===== src/rtl/tseq_pkg.sv =====
// Shared types for the tone sequence playback controller.
// Assumes: the three playback states fit a two-bit code.
package tseq_pkg;

    typedef enum logic [1:0] {
        PS_FWD  = 2'd0,
        PS_HOLD = 2'd1,
        PS_BACK = 2'd2
    } play_st_t;

endpackage


===== src/rtl/tseq_fsm.sv =====
// Playback state machine: forward / hold / backward, driven by pulses.
// Assumes: pulses are synchronous and one cycle wide; play/pause outranks reverse.
module tseq_fsm
    import tseq_pkg::*;
(
    input  logic     clk,
    input  logic     rst_n,
    input  logic     pp_pulse,
    input  logic     rev_pulse,
    output play_st_t state
);

    play_st_t state_nxt;

    // Next-state decode from the current state and the two command pulses.
    always_comb begin
        state_nxt = state;
        if (pp_pulse) begin
            state_nxt = (state == PS_HOLD) ? PS_FWD : PS_HOLD;
        end else if (rev_pulse) begin
            case (state)
                PS_FWD:  state_nxt = PS_BACK;
                PS_BACK: state_nxt = PS_FWD;
                default: state_nxt = state;
            endcase
        end
    end

    // State register with synchronous active-low reset.
    always_ff @(posedge clk) begin
        if (!rst_n) state <= PS_FWD;
        else        state <= state_nxt;
    end

endmodule


===== src/rtl/tseq_tempo.sv =====
// Note-period register: saturating step up/down, restore-to-default.
// Assumes: TEMPO_MIN <= TEMPO_DEF <= TEMPO_MAX and TEMPO_STEP < 2**TEMPO_W.
module tseq_tempo #(
    parameter int TEMPO_W    = 23,
    parameter int TEMPO_DEF  = 2_000_000,
    parameter int TEMPO_STEP = 200_000,
    parameter int TEMPO_MIN  = 200_000,
    parameter int TEMPO_MAX  = 8_000_000
) (
    input  logic               clk,
    input  logic               rst_n,
    input  logic               faster,
    input  logic               slower,
    input  logic               restore,
    output logic [TEMPO_W-1:0] tempo,
    output logic               tempo_evt
);

    localparam logic [TEMPO_W:0]   STEP_X    = (TEMPO_W+1)'(TEMPO_STEP);
    localparam logic [TEMPO_W:0]   MAX_X     = (TEMPO_W+1)'(TEMPO_MAX);
    localparam logic [TEMPO_W:0]   UP_FLOOR  = (TEMPO_W+1)'(TEMPO_MIN + TEMPO_STEP);
    localparam logic [TEMPO_W-1:0] DEF_V     = TEMPO_W'(TEMPO_DEF);
    localparam logic [TEMPO_W-1:0] MIN_V     = TEMPO_W'(TEMPO_MIN);
    localparam logic [TEMPO_W-1:0] MAX_V     = TEMPO_W'(TEMPO_MAX);

    logic [TEMPO_W:0]   tempo_x;
    logic [TEMPO_W:0]   sum_x;
    logic [TEMPO_W-1:0] tempo_nxt;

    assign tempo_x   = {1'b0, tempo};
    assign sum_x     = tempo_x + STEP_X;
    assign tempo_evt = faster | slower | restore;

    // Saturating update: restore beats faster, faster beats slower.
    always_comb begin
        tempo_nxt = tempo;
        if (restore) begin
            tempo_nxt = DEF_V;
        end else if (faster) begin
            tempo_nxt = (tempo_x < UP_FLOOR) ? MIN_V : TEMPO_W'(tempo_x - STEP_X);
        end else if (slower) begin
            tempo_nxt = (sum_x > MAX_X) ? MAX_V : TEMPO_W'(sum_x);
        end
    end

    // Period register with synchronous active-low reset.
    always_ff @(posedge clk) begin
        if (!rst_n) tempo <= DEF_V;
        else        tempo <= tempo_nxt;
    end

endmodule


===== src/rtl/tseq_stepper.sv =====
// Note counter and wrapping sequence address.
// Assumes: tempo >= 1; counter restarts on tempo change, step or hold.
module tseq_stepper #(
    parameter int TEMPO_W = 23,
    parameter int ADDR_W  = 5
) (
    input  logic               clk,
    input  logic               rst_n,
    input  logic               run,
    input  logic               backward,
    input  logic               tempo_evt,
    input  logic [TEMPO_W-1:0] tempo,
    output logic [ADDR_W-1:0]  addr
);

    logic [TEMPO_W-1:0] cnt;
    logic               note_done;

    assign note_done = ({1'b0, cnt} + 1'b1) >= {1'b0, tempo};

    // Per-note cycle counter, cleared by hold, tempo change or a completed note.
    always_ff @(posedge clk) begin
        if (!rst_n || !run || tempo_evt || note_done) cnt <= '0;
        else                                          cnt <= cnt + 1'b1;
    end

    // Address register: one entry per completed note, wrapping both ways.
    always_ff @(posedge clk) begin
        if (!rst_n) begin
            addr <= '0;
        end else if (run && !tempo_evt && note_done) begin
            addr <= backward ? addr - 1'b1 : addr + 1'b1;
        end
    end

endmodule


===== src/rtl/tseq_tone_lut.sv =====
// Tone-period lookup: entry i holds TONE_BASE + i*TONE_INC.
// Assumes: the largest entry fits in PERIOD_W bits.
module tseq_tone_lut #(
    parameter int ADDR_W    = 5,
    parameter int PERIOD_W  = 16,
    parameter int TONE_BASE = 20_000,
    parameter int TONE_INC  = 500
) (
    input  logic [ADDR_W-1:0]   addr,
    output logic [PERIOD_W-1:0] period
);

    localparam int DEPTH = 1 << ADDR_W;

    logic [PERIOD_W-1:0] table_q [DEPTH];

    for (genvar i = 0; i < DEPTH; i++) begin : g_entry
        assign table_q[i] = PERIOD_W'(TONE_BASE + i * TONE_INC);
    end

    assign period = table_q[addr];

endmodule


===== src/rtl/tone_seq_player.sv =====
// Top level: playback state, note period, address stepper and tone lookup.
// Assumes: command inputs are clean single-cycle synchronous pulses.
module tone_seq_player #(
    parameter int CLK_HZ     = 50_000_000,
    parameter int NOTE_RATE  = 25,
    parameter int TEMPO_DEF  = CLK_HZ / NOTE_RATE,
    parameter int TEMPO_STEP = TEMPO_DEF / 10,
    parameter int TEMPO_MIN  = TEMPO_DEF / 10,
    parameter int TEMPO_MAX  = TEMPO_DEF * 4,
    parameter int ADDR_W     = 5,
    parameter int PERIOD_W   = 16,
    parameter int TONE_BASE  = 20_000,
    parameter int TONE_INC   = 500
) (
    input  logic                clk,
    input  logic                rst_n,
    input  logic                cmd_play_pause,
    input  logic                cmd_reverse,
    input  logic                cmd_faster,
    input  logic                cmd_slower,
    input  logic                cmd_tempo_reset,
    output logic [ADDR_W-1:0]   rom_addr,
    output logic [PERIOD_W-1:0] tone_period,
    output logic                spk_en,
    output logic [5:0]          led
);
    import tseq_pkg::*;

    localparam int TEMPO_W = $clog2(TEMPO_MAX + 1);

    play_st_t           state;
    logic [TEMPO_W-1:0] tempo;
    logic               tempo_evt;

    tseq_fsm u_fsm (
        .clk       (clk),
        .rst_n     (rst_n),
        .pp_pulse  (cmd_play_pause),
        .rev_pulse (cmd_reverse),
        .state     (state)
    );

    tseq_tempo #(
        .TEMPO_W    (TEMPO_W),
        .TEMPO_DEF  (TEMPO_DEF),
        .TEMPO_STEP (TEMPO_STEP),
        .TEMPO_MIN  (TEMPO_MIN),
        .TEMPO_MAX  (TEMPO_MAX)
    ) u_tempo (
        .clk       (clk),
        .rst_n     (rst_n),
        .faster    (cmd_faster),
        .slower    (cmd_slower),
        .restore   (cmd_tempo_reset),
        .tempo     (tempo),
        .tempo_evt (tempo_evt)
    );

    tseq_stepper #(
        .TEMPO_W (TEMPO_W),
        .ADDR_W  (ADDR_W)
    ) u_step (
        .clk       (clk),
        .rst_n     (rst_n),
        .run       (state != PS_HOLD),
        .backward  (state == PS_BACK),
        .tempo_evt (tempo_evt),
        .tempo     (tempo),
        .addr      (rom_addr)
    );

    tseq_tone_lut #(
        .ADDR_W    (ADDR_W),
        .PERIOD_W  (PERIOD_W),
        .TONE_BASE (TONE_BASE),
        .TONE_INC  (TONE_INC)
    ) u_lut (
        .addr   (rom_addr),
        .period (tone_period)
    );

    // Output decode of the state: speaker gate and one-hot indicator.
    always_comb begin
        spk_en = (state != PS_HOLD);
        led    = 6'b000000;
        case (state)
            PS_FWD:  led[5] = 1'b1;
            PS_HOLD: led[4] = 1'b1;
            PS_BACK: led[3] = 1'b1;
            default: led    = 6'b000000;
        endcase
    end

endmodule


===== config.mk =====
export PLATFORM = sky130hd
export DESIGN_NAME = tone_seq_player
export DESIGN_NICKNAME = d
export VERILOG_FILES = /design/src/rtl/tseq_pkg.sv /design/src/rtl/tseq_fsm.sv /design/src/rtl/tseq_tempo.sv /design/src/rtl/tseq_stepper.sv /design/src/rtl/tseq_tone_lut.sv /design/src/rtl/tone_seq_player.sv
export SDC_FILE = /design/constraint.sdc
export NUM_CORES = 1
export LEC_CHECK = 0
export BUFFER_PORTS_ARGS = -buffer_cell sky130_fd_sc_hd__buf_2
export CAP_MARGIN = 20
export CORE_MARGIN = 4
export CORE_UTILIZATION = 60
export CTS_BUF_LIST = sky130_fd_sc_hd__clkbuf_4 sky130_fd_sc_hd__clkbuf_8
export DETAILED_ROUTE_END_ITERATION = 16
export PLACE_DENSITY_LB_ADDON = 0.05
export SLEW_MARGIN = 10
export SYNTH_ARGS = -nofsm -noshare
export SYNTH_HDL_FRONTEND = slang
export SYNTH_HIERARCHICAL = 1
export SYNTH_SLANG_ARGS = --single-unit

===== constraint.sdc =====
create_clock -name clk -period 9 [get_ports clk]
set_clock_uncertainty 0.15 [all_clocks]
set_input_delay 1.8 -clock clk [delete_from_list [all_inputs] [get_ports clk]]
set_output_delay 1.8 -clock clk [all_outputs]
set_load 0.03 [all_outputs]

==> reports/metrics.csv <==
metric,value,unit
TNS Setup,0,ns
Post-Syn Area,4410,um^2
DR DRC count,0,
average size of a mapped cell,7.91,um^2
register area share after synthesis,21.3,%
Startpoint Class,flop,
Num CTS Buffers,5,
Max VDD drop,0.0751,mV
path category of the worst min-delay check,reg2reg,
Slew Limit Fails,0,
first-pass GRT wire length,16.6,mm
Pint,327,uW
largest net degree at the start of global routing,24,
pwr dens,102,nW/um^2
Total Routed Length,9.60,mm
Seq pwr share,49.3,%
Critical Path RT,7.05,ns
crit path DAT,2.06,ns
prevailing post-synth register cell,dfxtp_1,
gr ovfl total,0,
root buf cell,clkbuf_8,
DR pass1 iterations,4,
proportion of power drawn by the clock network,33.8,%
post-CTS setup buffers,0,
Layout Area Growth over Synthesis,3.24,%
Clock Latency Late Sink,0.31,ns
top-count cell post-synth,nand2_1,
Critical Path Start,u_step/addr[1],
I/O Pins,35,
CP Cell Sequence,"inv_1, ha_1, mux2i_1, o21ai_0, a211o_1, buf_2",
clk buf depth,2,
die area,8780,um^2
CTS sink cnt,47,
GPL Wtd Cong,0.919,
Tot GR Track Use,22.8,%
RSZ-0062 raised after global routing,false,
CTS Hold Buffers Added,0,
Initial Util,63.1,%
kind of critical path,reg2out,
# nets final,603,
CP endpoint kind,output pin,
Final Cycle Share,44.5,%
Mapped Cells,557,
R2R setup slack,5.28,ns
cells on worst reg2reg path,11,
share of cells above drive strength 1,15.0,%
status,"finished, final reports clean",
Gate power share,17.0,%
Post-synth ARST share,0,%
CTS tree,done,
port buffer count,29,
Chip Height,93.7,um
switch share,29.8,%
Crit-path slowest cell,dfxtp_1,
post-route ant nets,0,
Worst Setup EP,tone_period[6],
Filler cells,646,
top cells by instance count after synthesis,"nand2_1, dfxtp_1, inv_1",
detailed-route wire length per cell,14.7,um
Hold Slack,0.327,ns
P_sw,139,uW
Reg2Reg Launch Point,u_step/cnt[8],
largest area contributor in the netlist,dfxtp_1,
total number of vias,3819,
H-tree levels,2,
vias per cell,5.83,
post-CTS sizing,0,
Yosys Warn Count,6,
synth top area cells,"dfxtp_1, ha_1, xnor2_1",
vias in the first global route,3654,
fmax,249,MHz
Die X,93.7,um
# diodes,0,
core area,6980,um^2
clk slew on worst S/H paths,0.09,ns
Post-synth EDFFs,0,
worst-margin pin slew,0.870,ns
post-synth cell types,77,
max_cap viols,0,
Critical Path Fanout Max,11,
Final Hold Fails,0,
reg2reg end,u_step/cnt[14],
FP Rows,30,
initial DRC count,133,
CP max stage delay,0.56,ns
initial antenna violation count,0,
Leakage,1.92,nW
Yosys top cell area share,21.3,%
fin crit period,4.01,ns
synthesized flop and latch total,47,
Slew HR,42.0,%
Final Setup Violations,0,
Detail Placement HPWL,7.22,mm
[flip-flops by register name, indices dropped and copies added, names as in the netlist]
name / flops
u_fsm/state: 2
u_step/cnt: 23
u_tempo/tempo: 17
u_step/addr: 5
[through the flow]
stage / instances / instance area, um^2 / setup WS, ns / util [%] / total power, mW
6_report: 655 / 4550 / 4.99 / 65.2 / 0.465
5_1_grt: 655 / 4550 / 4.83 / 65.2 / 0.491
4_1_cts: 655 / 4550 / 5.00 / 65.2 / 0.471
3_5_place_dp: 647 / 4440 / 5.24 / 63.6 / 0.312
3_3_place_gp: 647 / 4440 / 5.30 / 63.6 / 0.310
2_1_floorplan: 565 / 4440 / 4.97 / - / 0.299
[how the worst min path moves through the flow]
stage,start,end,cells past startpoint
floorplan,u_step/cnt[0],u_step/cnt[0],1
global placement,u_step/cnt[0],u_step/cnt[0],1
global route,u_step/cnt[0],u_step/cnt[0],1
CTS,u_step/cnt[0],u_step/cnt[0],1
detailed placement,u_step/cnt[0],u_step/cnt[0],1
finish,u_step/cnt[0],u_step/cnt[0],1
[power by group through the flow]
stage | logic, mW | registers, mW | clock network, mW
2_1_floorplan | 0.0783 | 0.221 | 0
6_report | 0.0789 | 0.229 | 0.157
5_1_grt | 0.0884 | 0.231 | 0.172
4_1_cts | 0.0784 | 0.229 | 0.164
3_5_place_dp | 0.0779 | 0.234 | 0
3_3_place_gp | 0.0764 | 0.233 | 0
[layout make-up]
type / count / area (um^2) / area share [%]
Clock inverter: 3 / 43.8 / 0.962
Tap cell: 96 / 120 / 2.64
Clock buffer: 5 / 68.8 / 1.51
Multi-Input combinational cell: 427 / 3040 / 66.9
Inverter: 46 / 173 / 3.79
Sequential cell: 47 / 941 / 20.7
Timing Repair Buffer: 31 / 160 / 3.52
[cell usage in the layout, fill, tap and decap left out, types with 3 or more instances in the layout]
cell type | Yosys | layout
nand2_1 | 49 | 49
or3_1 | 4 | 4
nand2b_1 | 8 | 8
mux2i_1 | 7 | 7
nor4_1 | 7 | 7
buf_2 | 8 | 29
ha_1 | 37 | 37
clkbuf_8 | 0 | 5
inv_1 | 45 | 45
conb_1 | 3 | 11
a21oi_1 | 34 | 34
nand4_1 | 12 | 12
nor2b_2 | 19 | 19
and3_1 | 5 | 5
nand3_1 | 22 | 22
xor2_1 | 15 | 15
a221oi_2 | 3 | 3
o21a_1 | 3 | 3
nor3_1 | 12 | 12
xnor2_1 | 28 | 28
nor2_1 | 32 | 32
nor2b_1 | 10 | 10
a31oi_1 | 8 | 8
a21o_1 | 7 | 7
o31ai_1 | 5 | 5
dfxtp_1 | 47 | 47
o221ai_1 | 3 | 3
o21ai_0 | 23 | 23
o211ai_1 | 8 | 8
[routing by layer]
metal | share of wire (%) | up-vias | global-route usage, %
li1 | - | 1942 | -
met1 | 46 | 1786 | 29.8
met2 | 49 | 77 | 39.6
met3 | 3.9 | 14 | 2.96
met4 | 1.6 | 0 | 5.66
met5 | 0 | - | 0
[worst max-delay path, delay by kind of cell, from the launching register on]
family / cells / cell delay, ns
fa+ha+maj: 1 / 0.25
compound gates: 2 / 0.41
flops: 1 / 0.56
buf+inv: 2 / 0.40
mux: 1 / 0.13
[logic make-up after synthesis]
group	Yosys count	share of synthesized area (%)
AND/OR/NAND/NOR	199	25.5
AO/OA/AOI/OAI	129	21.5
adder cells (fa/ha/maj)	38	11.0
other	3	0.255
XOR/XNOR	43	8.54
multiplexers	7	1.59
buffers and inverters	91	10.3
flip-flops	47	21.3
(Power assumes the default switching activity.)
